==> src/rtl/softmute_pkg.sv <==
package softmute_pkg;

    // Controller states
    typedef enum logic [1:0] {
        ST_MUTED = 2'd0,
        ST_PASS  = 2'd1,
        ST_RAMP  = 2'd2
    } mute_state_t;

    // Per-lane update command
    typedef enum logic [1:0] {
        LANE_HOLD  = 2'd0,
        LANE_LOAD  = 2'd1,
        LANE_DECAY = 2'd2
    } lane_cmd_t;

endpackage

==> src/rtl/empty_align_delay.sv <==
module empty_align_delay #(
    parameter int DEPTH = 12
) (
    input  logic clk,
    input  logic rst,
    input  logic empty_in,
    output logic empty_dly
);

    localparam int CNT_W = $clog2(DEPTH + 1) + 1;

    logic [DEPTH-1:0] taps;

    generate
        if (DEPTH == 1) begin : g_single
            always_ff @(posedge clk) begin
                if (rst) taps <= '0;
                else     taps <= empty_in;
            end
        end else begin : g_chain
            always_ff @(posedge clk) begin
                if (rst) taps <= '0;
                else     taps <= {taps[DEPTH-2:0], empty_in};
            end
        end
    endgenerate

    assign empty_dly = taps[DEPTH-1];

    // Window check: counts the clocks since empty_in was last seen high
    logic [CNT_W-1:0] since_hi;

    always_ff @(posedge clk) begin
        if (rst)                         since_hi <= CNT_W'(DEPTH);
        else if (empty_in)               since_hi <= '0;
        else if (since_hi < CNT_W'(DEPTH)) since_hi <= since_hi + 1'b1;
    end


    dly_window_chk: assert property (@(posedge clk) disable iff (rst)
        empty_dly |-> (since_hi < CNT_W'(DEPTH)));

endmodule

==> src/rtl/lane_decay.sv <==
module lane_decay
    import softmute_pkg::*;
#(
    parameter int W     = 16,
    parameter int SHIFT = 2
) (
    input  logic                clk,
    input  logic                rst,
    input  lane_cmd_t           cmd,
    input  logic signed [W-1:0] din,
    output logic signed [W-1:0] held,
    output logic                is_zero
);

    localparam logic signed [W-1:0] NEG_ONE = {W{1'b1}};

    logic signed [W-1:0] shifted;
    logic signed [W-1:0] decayed;

    always_comb begin
        shifted = held >>> SHIFT;
        decayed = (shifted == NEG_ONE) ? '0 : shifted;
    end

    always_ff @(posedge clk) begin
        if (rst) begin
            held <= '0;
        end else begin
            unique case (cmd)
                LANE_LOAD:  held <= din;
                LANE_DECAY: held <= decayed;
                default:    held <= held;
            endcase
        end
    end

    assign is_zero = (held == '0);


    no_neg_one_chk: assert property (@(posedge clk) disable iff (rst)
        (cmd == LANE_DECAY) |=> (held != NEG_ONE));


    pos_shrink_chk: assert property (@(posedge clk) disable iff (rst)
        (cmd == LANE_DECAY && !held[W-1]) |=> (!held[W-1] && held <= $past(held)));


    neg_shrink_chk: assert property (@(posedge clk) disable iff (rst)
        (cmd == LANE_DECAY && held[W-1]) |=> (held >= $past(held)));

endmodule

==> src/rtl/softmute_ctrl.sv <==
module softmute_ctrl
    import softmute_pkg::*;
(
    input  logic      clk,
    input  logic      rst,
    input  logic      sample_stb,
    input  logic      empty_dly,
    input  logic      all_zero,
    output lane_cmd_t lane_cmd
);

    mute_state_t state;
    mute_state_t state_nx;

    // State register
    always_ff @(posedge clk) begin
        if (rst) state <= ST_MUTED;
        else     state <= state_nx;
    end

    // Next-state logic
    always_comb begin
        state_nx = state;
        if (sample_stb) begin
            if (!empty_dly) begin
                state_nx = ST_PASS;                  // resume
            end else begin
                unique case (state)
                    ST_PASS:  state_nx = ST_RAMP;    // underrun
                    ST_RAMP:  state_nx = all_zero ? ST_MUTED : ST_RAMP; // settle
                    ST_MUTED: state_nx = ST_MUTED;   // stay
                    default:  state_nx = ST_MUTED;
                endcase
            end
        end
    end

    // Outputs
    always_comb begin
        lane_cmd = LANE_HOLD;
        if (sample_stb) begin
            if (!empty_dly) begin
                lane_cmd = LANE_LOAD;
            end else begin
                unique case (state)
                    ST_PASS, ST_RAMP: lane_cmd = LANE_DECAY;
                    default:          lane_cmd = LANE_HOLD;
                endcase
            end
        end
    end


    muted_zero_chk: assert property (@(posedge clk) disable iff (rst)
        (state == ST_MUTED) |-> all_zero);

endmodule

==> src/rtl/tx_underrun_softmute.sv <==
module tx_underrun_softmute
    import softmute_pkg::*;
#(
    parameter int SAMPLE_W    = 16,
    parameter int NUM_CH      = 2,
    parameter int ALIGN_DELAY = 12,
    parameter int DECAY_SHIFT = 2
) (
    input  logic                                clk,
    input  logic                                rst,
    input  logic                                sample_stb,
    input  logic                                fifo_empty,
    input  logic [2*NUM_CH*SAMPLE_W-1:0]        din,
    output logic [2*NUM_CH*SAMPLE_W-1:0]        dout
);

    localparam int NUM_LANES = 2 * NUM_CH;

    logic                       empty_dly;
    lane_cmd_t                  lane_cmd;
    logic [NUM_LANES-1:0]       lane_zero;
    logic                       all_zero;

    empty_align_delay #(.DEPTH(ALIGN_DELAY)) u_align (
        .clk       (clk),
        .rst       (rst),
        .empty_in  (fifo_empty),
        .empty_dly (empty_dly)
    );

    softmute_ctrl u_ctrl (
        .clk        (clk),
        .rst        (rst),
        .sample_stb (sample_stb),
        .empty_dly  (empty_dly),
        .all_zero   (all_zero),
        .lane_cmd   (lane_cmd)
    );

    generate
        for (genvar k = 0; k < NUM_LANES; k++) begin : g_lane
            logic signed [SAMPLE_W-1:0] lane_out;

            lane_decay #(.W(SAMPLE_W), .SHIFT(DECAY_SHIFT)) u_lane (
                .clk     (clk),
                .rst     (rst),
                .cmd     (lane_cmd),
                .din     (din[k*SAMPLE_W +: SAMPLE_W]),
                .held    (lane_out),
                .is_zero (lane_zero[k])
            );

            assign dout[k*SAMPLE_W +: SAMPLE_W] = lane_out;
        end
    endgenerate

    assign all_zero = &lane_zero;


    hold_idle_chk: assert property (@(posedge clk) disable iff (rst)
        !sample_stb |=> $stable(dout));


    load_pass_chk: assert property (@(posedge clk) disable iff (rst)
        (sample_stb && !empty_dly) |=> (dout == $past(din)));

endmodule

==> config.mk <==
export PLATFORM = sky130hd
export DESIGN_NAME = tx_underrun_softmute
export DESIGN_NICKNAME = d
export VERILOG_FILES = /design/src/rtl/softmute_pkg.sv /design/src/rtl/empty_align_delay.sv /design/src/rtl/lane_decay.sv /design/src/rtl/softmute_ctrl.sv /design/src/rtl/tx_underrun_softmute.sv
export SDC_FILE = /design/constraint.sdc
export NUM_CORES = 1
export LEC_CHECK = 0
export ABC_AREA = 1
export CAP_MARGIN = 15
export CORE_AREA = 3 3 115 117
export CTS_CLUSTER_SIZE = 14
export DETAILED_ROUTE_END_ITERATION = 12
export DIE_AREA = 0 0 118 120
export DONT_BUFFER_PORTS = 1
export SYNTH_ARGS = -nofsm -noshare
export SYNTH_HDL_FRONTEND = slang
export SYNTH_SLANG_ARGS = --single-unit
==> constraint.sdc <==
create_clock -name clk -period 2.2 [get_ports clk]
set_clock_uncertainty 0.05 [all_clocks]
set_input_delay 0.55 -clock clk [delete_from_list [all_inputs] [get_ports clk]]
set_output_delay 0.55 -clock clk [all_outputs]
set_load 0.02 [all_outputs]
==> results_dict.tcl <==
set metrics [dict create \
    outcome "complete, no violations" \
    final_cell_area_um2 4220 \
    grt_max_degree 37 \
    die_area_um2 14200 \
    critical_path.cell_chain "inv_1 -> ha_1 -> inv_1 -> nand3_2 -> buf_6 -> inv_2 -> nand4_1 -> buf_4 -> clkinvlp_4 -> nor4_1" \
    setup_violations 0 \
    synth_area_leaders "dfxtp_1 (43%), nor2_1 (14%), o21ai_0 (8.2%)" \
    ys_seq_area_share_pct 42.6 \
    cp.required_ns 2.39 \
    timing.critical_path.mode_cell "inv_1" \
    synth_seq_cells 78 \
    grt_pass1_wl_um 16900 \
    fmax_mhz 493 \
    drt-vias-per-instance 5.07 \
    p_clk_share_pct 42.1 \
    max_slew_margin_pct 47.8 \
    maxCapViolations 0 \
    syn_area_um2 3670 \
    route.vias.total 3407 \
    final_net_count 565 \
    fillers 1336 \
    synth_cell_types 26 \
    hold_class "in -> reg" \
    synth_common_cells "nor2_1 (137), dfxtp_1 (78), o21ai_0 (60)" \
    synth_top_cell_by_area "dfxtp_1" \
    fin_crit_ns 2.03 \
    die_width_um 118 \
    pwr-share-seq_pct 48.1 \
    drc 0 \
    synth_nets 560 \
    diodes 0 \
    dr.pass1.iters 4 \
    combinationalPowerShare_pct 9.8 \
    critPathCaptureType "flop" \
    wire_per_inst_um 16.1 \
    grt_overflow 0 \
    fin_util_pct 33.8 \
    yosys.cell_count.top_type "nor2_1" \
    path_clk_slew_ns 0.06 \
    crit_slowest_cell "dfxtp_1" \
    globalplace.congestion 0.791 \
    core_um2 12500 \
    start_util_pct 29.4 \
    grt_pass1_vias 3355 \
    synthCells 490 \
    clock_path_buffers 2 \
    synth_edf_count 0 \
    finalSetupTns_ns 0 \
    synthArstFlopShare_pct 0 \
    stdcell_count 672 \
    grt_use_total_pct 15.0 \
    die_h_um 120 \
    synth_area_per_cell_um2 7.48 \
    synth_ff_type "dfxtp_1" \
    drive_gt1_share_pct 15.2 \
    cp_max_fo 24 \
    antenna_found_initial 1 \
    area_delta_synth_final_pct 15.0 \
    cts_root_buf "clkbuf_16" \
    h-tree-depth 3 \
    hold_viol_final 0 \
    cts_sinks 78 \
    dpl.cell_count 654 \
    num_rows 41 \
    cts_buffers 9 \
    dp_hpwl_um 7820 \
    clock_latency_ns 0.34 \
    p_sw_mw 1.01 \
    cts_tree "built" \
    cpPeakStageDelay_ns 0.36 \
    cp.arrival_ns 2.22 \
    ios 132 \
    io_buffers 0 \
    crit_type "reg -> reg" \
    dpl_cell_area_um2 3890 \
    synth_top_area_share_pct 42.6 \
    p_leak_nw 1.62 \
    intPower_mw 2.52 \
    p_per_area_nw_per_um2 838 \
    min_period_over_period_pct 92.2 \
    slew_viol_final 0 \
    first_iter_violations 238 \
    peakVddDrop_v 0.000384 \
    swShare_pct 28.6 \
    wirelength_um 10800 \
    startpoint_type "flop" \
    power.total_mw 3.53 \
    ant_nets 0 \
    worstMarginPinSlew_ns 0.782 \
    ys_warn_count 0 \
]
[path summary, 6_finish.rpt]
| kind | from | slack [ns] | cells after the start | end |
|---|---|---|---|---|
| hold / removal | rst | 0.22 | 1 | u_align.taps[3]$_SDFF_PP0_ |
| setup reg to reg | u_ctrl.state[0]$_SDFFE_PP0P_ | 0.17 | 10 | g_lane[2].u_lane.held[6]$_SDFFE_PP0P_ |
| setup / recovery | u_ctrl.state[0]$_SDFFE_PP0P_ | 0.17 | 10 | g_lane[2].u_lane.held[6]$_SDFFE_PP0P_ |
| hold reg to reg | u_align.taps[2]$_SDFF_PP0_ | 0.35 | 2 | u_align.taps[3]$_SDFF_PP0_ |
[critical path, delay by kind of cell, from the launching register on]
family                     cells  cell delay [ns]
and+or+nand+nor                3             0.51
adders and majority gates      1             0.26
buffers and inverters          6             0.73
DFF                            1             0.36
[flip-flops by register name, indices dropped and copies added (netlist names)]
| signal | flops |
|---|---|
| u_ctrl.state | 2 |
| u_align.taps | 12 |
| g_lane.u_lane.held | 64 |
[power by group through the flow]
| stage | Clock [mW] | Combinational [mW] | Sequential [mW] |
|---|---|---|---|
| 6_report | 1.49 | 0.346 | 1.70 |
| 5_1_grt | 1.58 | 0.397 | 1.71 |
| 4_1_cts | 1.53 | 0.351 | 1.70 |
| 3_5_place_dp | 0 | 0.350 | 1.73 |
| 3_3_place_gp | 0 | 0.339 | 1.73 |
| 2_1_floorplan | 0 | 0.238 | 1.72 |
[cell type report]
type | count | area [um2] | area share [%]
clock buffers | 9 | 225 | 5.34
clock inverters | 7 | 75.1 | 1.78
inverters | 28 | 109 | 2.58
multi-input cells | 353 | 1830 | 43.3
flip-flops and latches | 78 | 1560 | 37.0
well taps | 172 | 215 | 5.11
repair buffers | 24 | 196 | 4.66
repair inverters | 1 | 7.51 | 0.178
[stage by stage]
stage          hold slack, ns  setup slack, ns
6_report                0.222            0.172
2_1_floorplan           0.338            0.596
3_5_place_dp            0.346          -0.0618
5_1_grt                 0.203         -0.00464
4_1_cts                 0.206            0.137
3_3_place_gp            0.340            0.105
[layer usage]
layer	up-vias	GRT usage (%)	part of all wire, %
li1	1680	-	-
met5	-	0	0.12
met4	2	6.37	2.1
met2	134	24.8	47
met1	1571	16.9	41
met3	20	6.60	10
[cells by family after synthesis]
group | share of synthesized area [%]
compound gates | 17.4
simple gates | 31.7
fa+ha+maj | 0.682
flops | 42.6
buf+inv | 7.68
[repair_timing]
item | 4_1_cts | 5_1_grt
hold endpoints to repair | 0 | 0
setup endpoints to repair | 4 | 13
hold buffers | 0 | 0
cloned | 0 | 1
pin swaps | 0 | 1
setup buffers | 0 | 1
gates resized for setup | 1 | 3
[placed cells by master (no fill, tap or decap), types with 3 or more instances in the layout]
cell        netlist  routed
nor2_1          137     136
dfxtp_1          78      78
o21ai_0          60      60
nand2_1          49      49
a21oi_1          30      30
nor4_1           23      23
buf_4             4      22
inv_1            22      21
nor4_2           14      14
nand4_1          13      13
o221ai_2         10      10
clkbuf_16         0       9
inv_2             5       6
nand3_1           6       6
clkinvlp_4        0       5
o221ai_1          3       3
Note: power is estimated with default switching activity, not from simulation.
